### src/rtl/pcnt_pkg.sv
package pcnt_pkg;
  typedef enum logic [1:0] {
    OP_HOLD = 2'd0,
    OP_ZERO = 2'd1,
    OP_LOAD = 2'd2,
    OP_INC  = 2'd3
  } pcnt_op_e;
endpackage

### src/rtl/pcnt_ctrl.sv
module pcnt_ctrl
  import pcnt_pkg::*;
(
  input  logic     clear_n,
  input  logic     load_n,
  input  logic     en_count,
  input  logic     en_chain,
  output pcnt_op_e op
);
  // Fixed priority: clear, then preset, then count (needs both enables).
  always_comb begin
    if (!clear_n)                  op = OP_ZERO;
    else if (!load_n)              op = OP_LOAD;
    else if (en_count && en_chain) op = OP_INC;
    else                           op = OP_HOLD;
  end
endmodule

### src/rtl/pcnt_next.sv
module pcnt_next
  import pcnt_pkg::*;
#(
  parameter int WIDTH = 4
) (
  input  pcnt_op_e         op,
  input  logic [WIDTH-1:0] cur,
  input  logic [WIDTH-1:0] d,
  output logic [WIDTH-1:0] nxt
);
  logic [WIDTH-1:0] inc;
  logic [WIDTH:0]   rip;

  // Bitwise ripple incrementer; bit i toggles when all lower bits are ones.
  assign rip[0] = 1'b1;
  for (genvar i = 0; i < WIDTH; i++) begin : g_inc
    assign inc[i]   = cur[i] ^ rip[i];
    assign rip[i+1] = cur[i] & rip[i];
  end

  always_comb begin
    unique case (op)
      OP_ZERO: nxt = '0;
      OP_LOAD: nxt = d;
      OP_INC:  nxt = inc;
      default: nxt = cur;
    endcase
  end
endmodule

### src/rtl/pcnt_term.sv
module pcnt_term #(
  parameter int WIDTH = 4
) (
  input  logic [WIDTH-1:0] cur,
  input  logic             en_chain,
  output logic             carry_out
);
  assign carry_out = en_chain & (&cur);
endmodule

### src/rtl/pcnt_stage.sv
module pcnt_stage
  import pcnt_pkg::*;
#(
  parameter int WIDTH = 4
) (
  input  logic             clk,
  input  logic             clear_n,
  input  logic             load_n,
  input  logic             en_count,
  input  logic             en_chain,
  input  logic [WIDTH-1:0] d,
  output logic [WIDTH-1:0] q,
  output logic             carry_out
);
  pcnt_op_e         op;
  logic [WIDTH-1:0] state_q;
  logic [WIDTH-1:0] state_d;

  pcnt_ctrl u_ctrl (
    .clear_n  (clear_n),
    .load_n   (load_n),
    .en_count (en_count),
    .en_chain (en_chain),
    .op       (op)
  );

  pcnt_next #(.WIDTH(WIDTH)) u_next (
    .op  (op),
    .cur (state_q),
    .d   (d),
    .nxt (state_d)
  );

  always_ff @(posedge clk) begin
    state_q <= state_d;
  end

  pcnt_term #(.WIDTH(WIDTH)) u_term (
    .cur       (state_q),
    .en_chain  (en_chain),
    .carry_out (carry_out)
  );

  assign q = state_q;
endmodule

### config.mk
export PLATFORM = sky130hd
export DESIGN_NAME = pcnt_stage
export DESIGN_NICKNAME = d
export VERILOG_FILES = /design/src/rtl/pcnt_pkg.sv /design/src/rtl/pcnt_ctrl.sv /design/src/rtl/pcnt_next.sv /design/src/rtl/pcnt_term.sv /design/src/rtl/pcnt_stage.sv
export SDC_FILE = /design/constraint.sdc
export NUM_CORES = 1
export LEC_CHECK = 0
export BUFFER_PORTS_ARGS = -buffer_cell sky130_fd_sc_hd__buf_2
export CAP_MARGIN = 20
export CELL_PAD_IN_SITES_DETAIL_PLACEMENT = 1
export CELL_PAD_IN_SITES_GLOBAL_PLACEMENT = 2
export CORE_AREA = 2 2 39 41
export DETAILED_ROUTE_END_ITERATION = 16
export DIE_AREA = 0 0 41 43
export GPL_ROUTABILITY_DRIVEN = 0
export PLACE_DENSITY = 0.62
export SYNTH_ARGS = -nofsm -noshare
export SYNTH_HDL_FRONTEND = slang
export SYNTH_HIERARCHICAL = 1
export SYNTH_SLANG_ARGS = --single-unit
### constraint.sdc
create_clock -name clk -period 3.5 [get_ports clk]
set_input_delay 0.175 -clock clk [delete_from_list [all_inputs] [get_ports clk]]
set_output_delay 0.175 -clock clk [all_outputs]
set_load 0.02 [all_outputs]
; ---- After elaboration in Yosys (flattened, before gate mapping)
; Index checks and enable logic that the tools add are counted.
[op_classes]
eq_ne = 3
n_mux = 4
bitwise = 7
reduce_logical = 3
[ops]
columns = operator, n
row1 = 4-bit one-hot mux with 3 select lines, 1
row2 = 2-bit 2-to-1 mux, 3
row3 = "2-bit == test, second input constant", 2
row4 = 4-bit AND reduction, 1
row5 = 1-bit bitwise AND, 3
row6 = 3-bit nonzero test, 1
row7 = 1-bit XOR, 3
row8 = "2-bit by 1-bit == test with 1-bit output, second input constant", 1
row9 = 1-bit logical AND, 1
row10 = 1-bit NOT, 1
[totals]
regBits = 4
inputBits = 9
word_cells = 18

; ---- Depth between registers and ports, before layout
; Gate-level depths: netlist of the first run.
[depth]
ltp_word = 6
depth_mapped = 5
depth_no_buf = 5

; ---- Modules after synthesis
; The synthesis of the first run kept the hierarchy.
[modules_own_cells]
columns = module, n_inst, cells_each, area_each_um2, seq_area_each_um2
row1 = pcnt_next, 1, 15, 120.1, 0.0
row2 = pcnt_stage, 1, 4, 80.1, 80.1
row3 = pcnt_ctrl, 1, 4, 20.0, 0.0
row4 = pcnt_term, 1, 3, 12.5, 0.0

; ---- Worst setup path before layout of the first run
; No wires, ideal clock.
[synth_path]
path_kind = register to register
start = register state_q[0] (netlist: q[0])
end = register state_q[2] (netlist: q[2])
setup_ns = 0.117
arrival_ns = 1.283
required_ns = 3.383
slack_ns = 2.100
path_stages_with_launch = 5
synth_period_minus_slack_ns = 1.400
cell_sequence = dfxtp_1 ha_1 ha_1 mux2_4 a22o_1
[synth_via]
elab_chain_cells = 3
[synth_lines]
columns = item, line_no
row1 = "start, declared", pcnt_stage.sv:16  ; logic [WIDTH-1:0] state_q;
row2 = "start signal, assigned", pcnt_stage.sv:35  ; state_q <= state_d;
row3 = 1-bit bitwise AND, pcnt_next.sv:18  ; assign rip[i+1] = cur[i] & rip[i];
row4 = 1-bit XOR, pcnt_next.sv:17  ; assign inc[i] = cur[i] ^ rip[i];
row5 = 4-bit one-hot mux with 3 select lines, pcnt_next.sv:22  ; unique case (op)
row6 = net state_d[2], pcnt_stage.sv:17  ; logic [WIDTH-1:0] state_d;
; The timed path passes the listed nets, and every way through them passes these cells.
; A chain may end at the register's enable or synchronous reset.

; ---- Final worst setup path of the first run
; Same ends and word-level chain as after synthesis.

==> results of run 1 <==
report_power, final:
part	internal, W	leakage, nW	switching, W
Sequential	0.0000540	0.0332	0.00000862
Clock	0.0000383	0.0138	0.0000176
Combinational	0.0000263	0.133	0.0000265
placed cells by master (no fill, tap or decap), drive strengths merged:
cell type	n
buf	13
dfxtp	4
nand2	4
clkbuf	3
nor2	3
nand3	2
o21ai	2
a21oi	2
mux2	2
a22o	2
ha	2
a21boi	1
xnor2	1
a21o	1
kinds of logic (layout without fill, tap and decap cells):
| group | after synthesis | after routing | synth area share |
|---|---|---|---|
| compound gates | 8 | 8 | 0.2258 |
| xor+xnor | 1 | 1 | 0.03764 |
| fa+ha+maj | 2 | 2 | 0.1075 |
| buf+inv | 0 | 16 | 0 |
| flops | 4 | 4 | 0.3441 |
| mux | 2 | 2 | 0.1290 |
| simple gates | 9 | 9 | 0.1559 |
per-stage QoR:
| step | instance area (sq um) | utilization |
|---|---|---|
| final | 340.3 | 0.2459 |
| after global routing | 340.3 | 0.2459 |
| after CTS | 340.3 | 0.2459 |
| after detailed placement | 317.8 | 0.2297 |
| after global placement | 317.8 | 0.2297 |
| after floorplan | 232.7 | - |
final cells by class:
cell class | instances | area (sq um)
Fill cell | 177 | 1044
Multi-Input combinational cell | 22 | 152.6
Sequential cell | 4 | 80.08
Timing Repair Buffer | 13 | 65.06
Clock buffer | 3 | 22.52
Tap cell | 16 | 20.02
critical path, stage by stage, from the launching register on:
cell and delay (ps):
dfxtp_1 330, ha_1 210, ha_1 270, mux2_4 250, a22o_1 170
layer usage:
metal  vias up  part of all wire  GRT usage
met5         -                 0          0
met4         0                 0    0.06000
met3         0              0.12    0.08377
met2        11              0.49     0.1281
met1       109              0.39    0.08333
li1        127                 -          -
final timing paths:
check,start,endpoint,cells past startpoint
setup / recovery,q[0]$_DFF_P_,q[2]$_DFF_P_,4
hold / removal,d[0],q[0]$_DFF_P_,3
setup reg to reg,q[0]$_DFF_P_,q[2]$_DFF_P_,4
hold reg to reg,q[3]$_DFF_P_,q[3]$_DFF_P_,1
==> results_dict.tcl, run 1 <==
set metrics [dict create \
    largest_reg_flops 4 \
    synthTopCellsByArea "dfxtp_1 (34%), mux2_4 (13%), ha_1 (11%)" \
    p_leak_nw 0.1803 \
    yosysTopAreaCell "dfxtp_1" \
    route.vias.total 247 \
    clock_latency_ps 230 \
    peakVddDrop_mv 0.1276 \
    drtIter0Drc 3 \
    grt_start_max_net_pins 8 \
    synth_seq_area_share 0.3441 \
    async_reset_ff_frac 0 \
    cts_buffers 3 \
    gr-usage-all-layers 0.09228 \
    num_rows 14 \
    root_buffer "clkbuf_4" \
    first_pass_iters 2 \
    wl_per_cell_um 10.24 \
    worst_hold_slack_ps 198.6 \
    timing.final.ws_setup_ps 2147 \
    synth_cell_types 12 \
    tns_ps 0 \
    layout.cells.non_filler 58 \
    ys_seq_elements 4 \
    fin_skew_ps 2.649 \
    yosysWarnings 6 \
    powerDensity_nw_per_um2 503.2 \
    synth-edff-count 0 \
    cts-hold-fix-buffers 0 \
    finalCritPeriodShare 0.3866 \
    crit_fanout 5 \
    synth.avg_cell_area_sq_um 8.951 \
    grt_pass1_vias 257 \
    drc 0 \
    clk_path_buf_depth 2 \
    syn_to_final_growth_pct 46.24 \
    critPathRequiredTime_ps 3620 \
    synth_top_area_frac 0.3441 \
    antenna_cells 0 \
    crit_type "reg -> reg" \
    hp-class "in -> reg" \
    r2r_slack_ps 2150 \
    start_util 0.1682 \
    post-place-ws_ps 2142 \
    grt_first_pass_wirelength_um 1014 \
    yosys_most_used_dff "dfxtp_1" \
    maxSlewHeadroom 0.7105 \
    drt_wl_total_um 594 \
    slew_violations 0 \
    port_buffers 13 \
    synth_cells 26 \
    cts-resized-gates 0 \
    clkTransAtPathRegs_ps 40 \
    yosys-top-cells-count "dfxtp_1 (4), nand2_1 (4), nor2_1 (3)" \
    grt-ovfl-total 0 \
    cp-end-kind "register" \
    fmax_mhz 739.1 \
    dp.cells 55 \
    viasPerCell 4.259 \
    drive_gt1_frac 0.4286 \
    die_height_um 43 \
    period_needed_ps 1353 \
    rsz0062_at_grt "no" \
    cts_tree "yes" \
    h-tree-depth 1 \
    tightest_slew_ps 433.3 \
    cp_data_arrival_time_ps 1470 \
    status "complete, no violations" \
    fin_nets 55 \
    die_x_um 41 \
    die_area_sq_um 1763 \
    antenna_found_initial 0 \
    finalHoldViolations 0 \
    cap_violations 0 \
    syn-num-nets 37 \
    ant_nets 0 \
    syn-cell-area_sq_um 232.7 \
    cp-start-kind "register" \
    core-area_sq_um 1384 \
    cts_setup_buffers 0 \
    power_w 0.0001713 \
    io_pins 14 \
    final-setup-viol-count 0 \
    cts_sinks 4 \
]
Note: power is estimated with default switching activity, not from simulation.
==> inputs of run 2 (changes only) <==
--- a/config.mk
+++ b/config.mk
@@ -9,11 +9,11 @@
 export CAP_MARGIN = 20
 export CELL_PAD_IN_SITES_DETAIL_PLACEMENT = 1
 export CELL_PAD_IN_SITES_GLOBAL_PLACEMENT = 2
-export CORE_AREA = 2 2 39 41
+export CORE_MARGIN = 2
+export CORE_UTILIZATION = 17
 export DETAILED_ROUTE_END_ITERATION = 16
-export DIE_AREA = 0 0 41 43
 export GPL_ROUTABILITY_DRIVEN = 0
-export PLACE_DENSITY = 0.62
+export PLACE_DENSITY = 0.63
 export SYNTH_ARGS = -nofsm -noshare
 export SYNTH_HDL_FRONTEND = slang
 export SYNTH_HIERARCHICAL = 1
==> constraint.sdc (replaced) <==
create_clock -name clk -period 1.1 [get_ports clk]
set_input_delay 0.055 -clock clk [delete_from_list [all_inputs] [get_ports clk]]
set_output_delay 0.055 -clock clk [all_outputs]
set_load 0.02 [all_outputs]
==> results_dict.tcl, run 2 (synthesized netlist as in run 1, its figures left out) <==
set metrics [dict create \
    status "finished with violations" \
    violations "setup timing" \
    tns_ps -160.1 \
    grt_start_max_net_pins 6 \
    cts-hold-fix-buffers 0 \
    peakVddDrop_mv 0.5320 \
    worst-path-buf-inv 0 \
    antenna_cells 0 \
    cp-startpoint "q[0]$_DFF_P_" \
    clock_latency_ps 240 \
    cp-start-kind "register" \
    final_common_cell "buf_2" \
    critical-path-max-stage-delay_ps 340 \
    fmax_mhz 811.1 \
    wl_per_cell_um 12.79 \
    p_leak_nw 0.2062 \
    route.vias.total 277 \
    drive_gt1_frac 0.6383 \
    fillCellCount 166 \
    cts_buffers 3 \
    r2r_start "q[0]$_DFF_P_" \
    tightest_slew_ps 254.9 \
    slowest_stage "dfxtp_4" \
    finalCritPeriodShare 1.121 \
    crit_fanout 2 \
    largest_reg_flops 4 \
    dp.cells 59 \
    drt_wl_total_um 793 \
    final-setup-viol-count 3 \
    rsz0062_at_grt "yes" \
    num_rows 13 \
    critPathRequiredTime_ps 1220 \
    finalHoldViolations 0 \
    worstHoldStart "d[0]" \
    grt-ovfl-total 0 \
    grt_pass1_vias 322 \
    layout.cells.non_filler 62 \
    io_pins 14 \
    drc 0 \
    cp-end-kind "register" \
    die_height_um 41 \
    period_needed_ps 1233 \
    cts_tree "yes" \
    timing.final.ws_setup_ps -132.9 \
    hp-class "in -> reg" \
    ant_nets 0 \
    fin_skew_ps 5.801 \
    dp_hpwl_um 646.3 \
    start_util 0.1811 \
    grt_first_pass_wirelength_um 1290 \
    crit_type "reg -> reg" \
    antenna_found_initial 0 \
    fin_nets 60 \
    r2r_slack_ps -130 \
    die_x_um 41 \
    cts_sinks 4 \
    h-tree-depth 1 \
    first_pass_iters 1 \
    powerDensity_nw_per_um2 1495 \
    slew_violations 0 \
    drtIter0Drc 0 \
    final_cell_mix "buf_2 (12), buf_4 (6), nand2_1 (4), clkbuf_4 (3), nor2_1 (3)" \
    cap_violations 0 \
    syn_to_final_growth_pct 82.80 \
    port_buffers 13 \
    timing.critical_path.cells "ha_4 > ha_4 > mux2_4 > a22o_1" \
    clk_path_buf_depth 2 \
    root_buffer "clkbuf_4" \
    clkTransAtPathRegs_ps 40 \
    viasPerCell 4.468 \
    maxSlewHeadroom 0.8297 \
    crit_family "adder cells" \
    worst_path_most_repeated_cell "ha_4" \
    cp_data_arrival_time_ps 1350 \
    die_area_sq_um 1681 \
    core-area_sq_um 1285 \
    gr-usage-all-layers 0.1300 \
]
[run 2: cell count changes in the layout (fill, tap and decap cells not counted), sizes merged]
cell | before | now
buf | 13 | 18
[run 2: what timing repair did]
action,in CTS,in global routing
pin swaps,1,1
resized for setup,4,0
buffers inserted,1,0
endpoints found under the setup margin,3,4
[run 2: final cells by class]
cell class / instances / area, sq um / area share
well taps: 15 / 18.77 / 0.04412
flip-flops and latches: 4 / 88.84 / 0.2088
clock buffers: 3 / 22.52 / 0.05294
repair buffers: 18 / 105.1 / 0.2471
multi-input cells: 22 / 190.2 / 0.4471
[run 2: per-layer routing]
metal  vias to the layer above  global-route usage  part of all wire
met1                       131              0.1234              0.39
met4                         0              0.1250                 0
met3                         0             0.03261             0.064
li1                        137                   -                 -
met5                         -                   0                 0
met2                         9              0.2227              0.54
[run 2: path summary, 6_finish.rpt]
kind	end	cells after the start
worst min-delay path	q[0]$_DFF_P_	3
worst max register to register	q[2]$_DFF_P_	4
worst max-delay path	q[2]$_DFF_P_	4
worst min register to register	q[3]$_DFF_P_	1
[run 2: metrics by stage]
| step | instance area, sq um | power [W] | utilization | hold slack (ps) | setup WS (ps) |
|---|---|---|---|---|---|
| after floorplan | 266.5 | 0.0003414 | - | 220.4 | -145.4 |
| after global routing | 425.4 | 0.0006896 | 0.3311 | 119.6 | -171.5 |
| after detailed placement | 387.9 | 0.0004476 | 0.3019 | 318.9 | -126.7 |
| after global placement | 387.9 | 0.0004342 | 0.3019 | 321.5 | -107.3 |
| final | 425.4 | 0.0006359 | 0.3311 | 76.84 | -132.9 |
| after CTS | 436.7 | 0.0006735 | 0.3398 | 66.81 | -137.9 |
[run 2: worst reg2reg max path: cells and delay by family (launching register included)]
kind | cells | cell delay (ps)
fa+ha+maj | 2 | 360
compound gates | 1 | 170
mux | 1 | 250
flops | 1 | 340
[run 2: where the power goes]
part | internal [W] | switching (W)
combinational | 0.000130 | 0.000113
sequential | 0.000180 | 0.0000285
clock | 0.000122 | 0.0000619
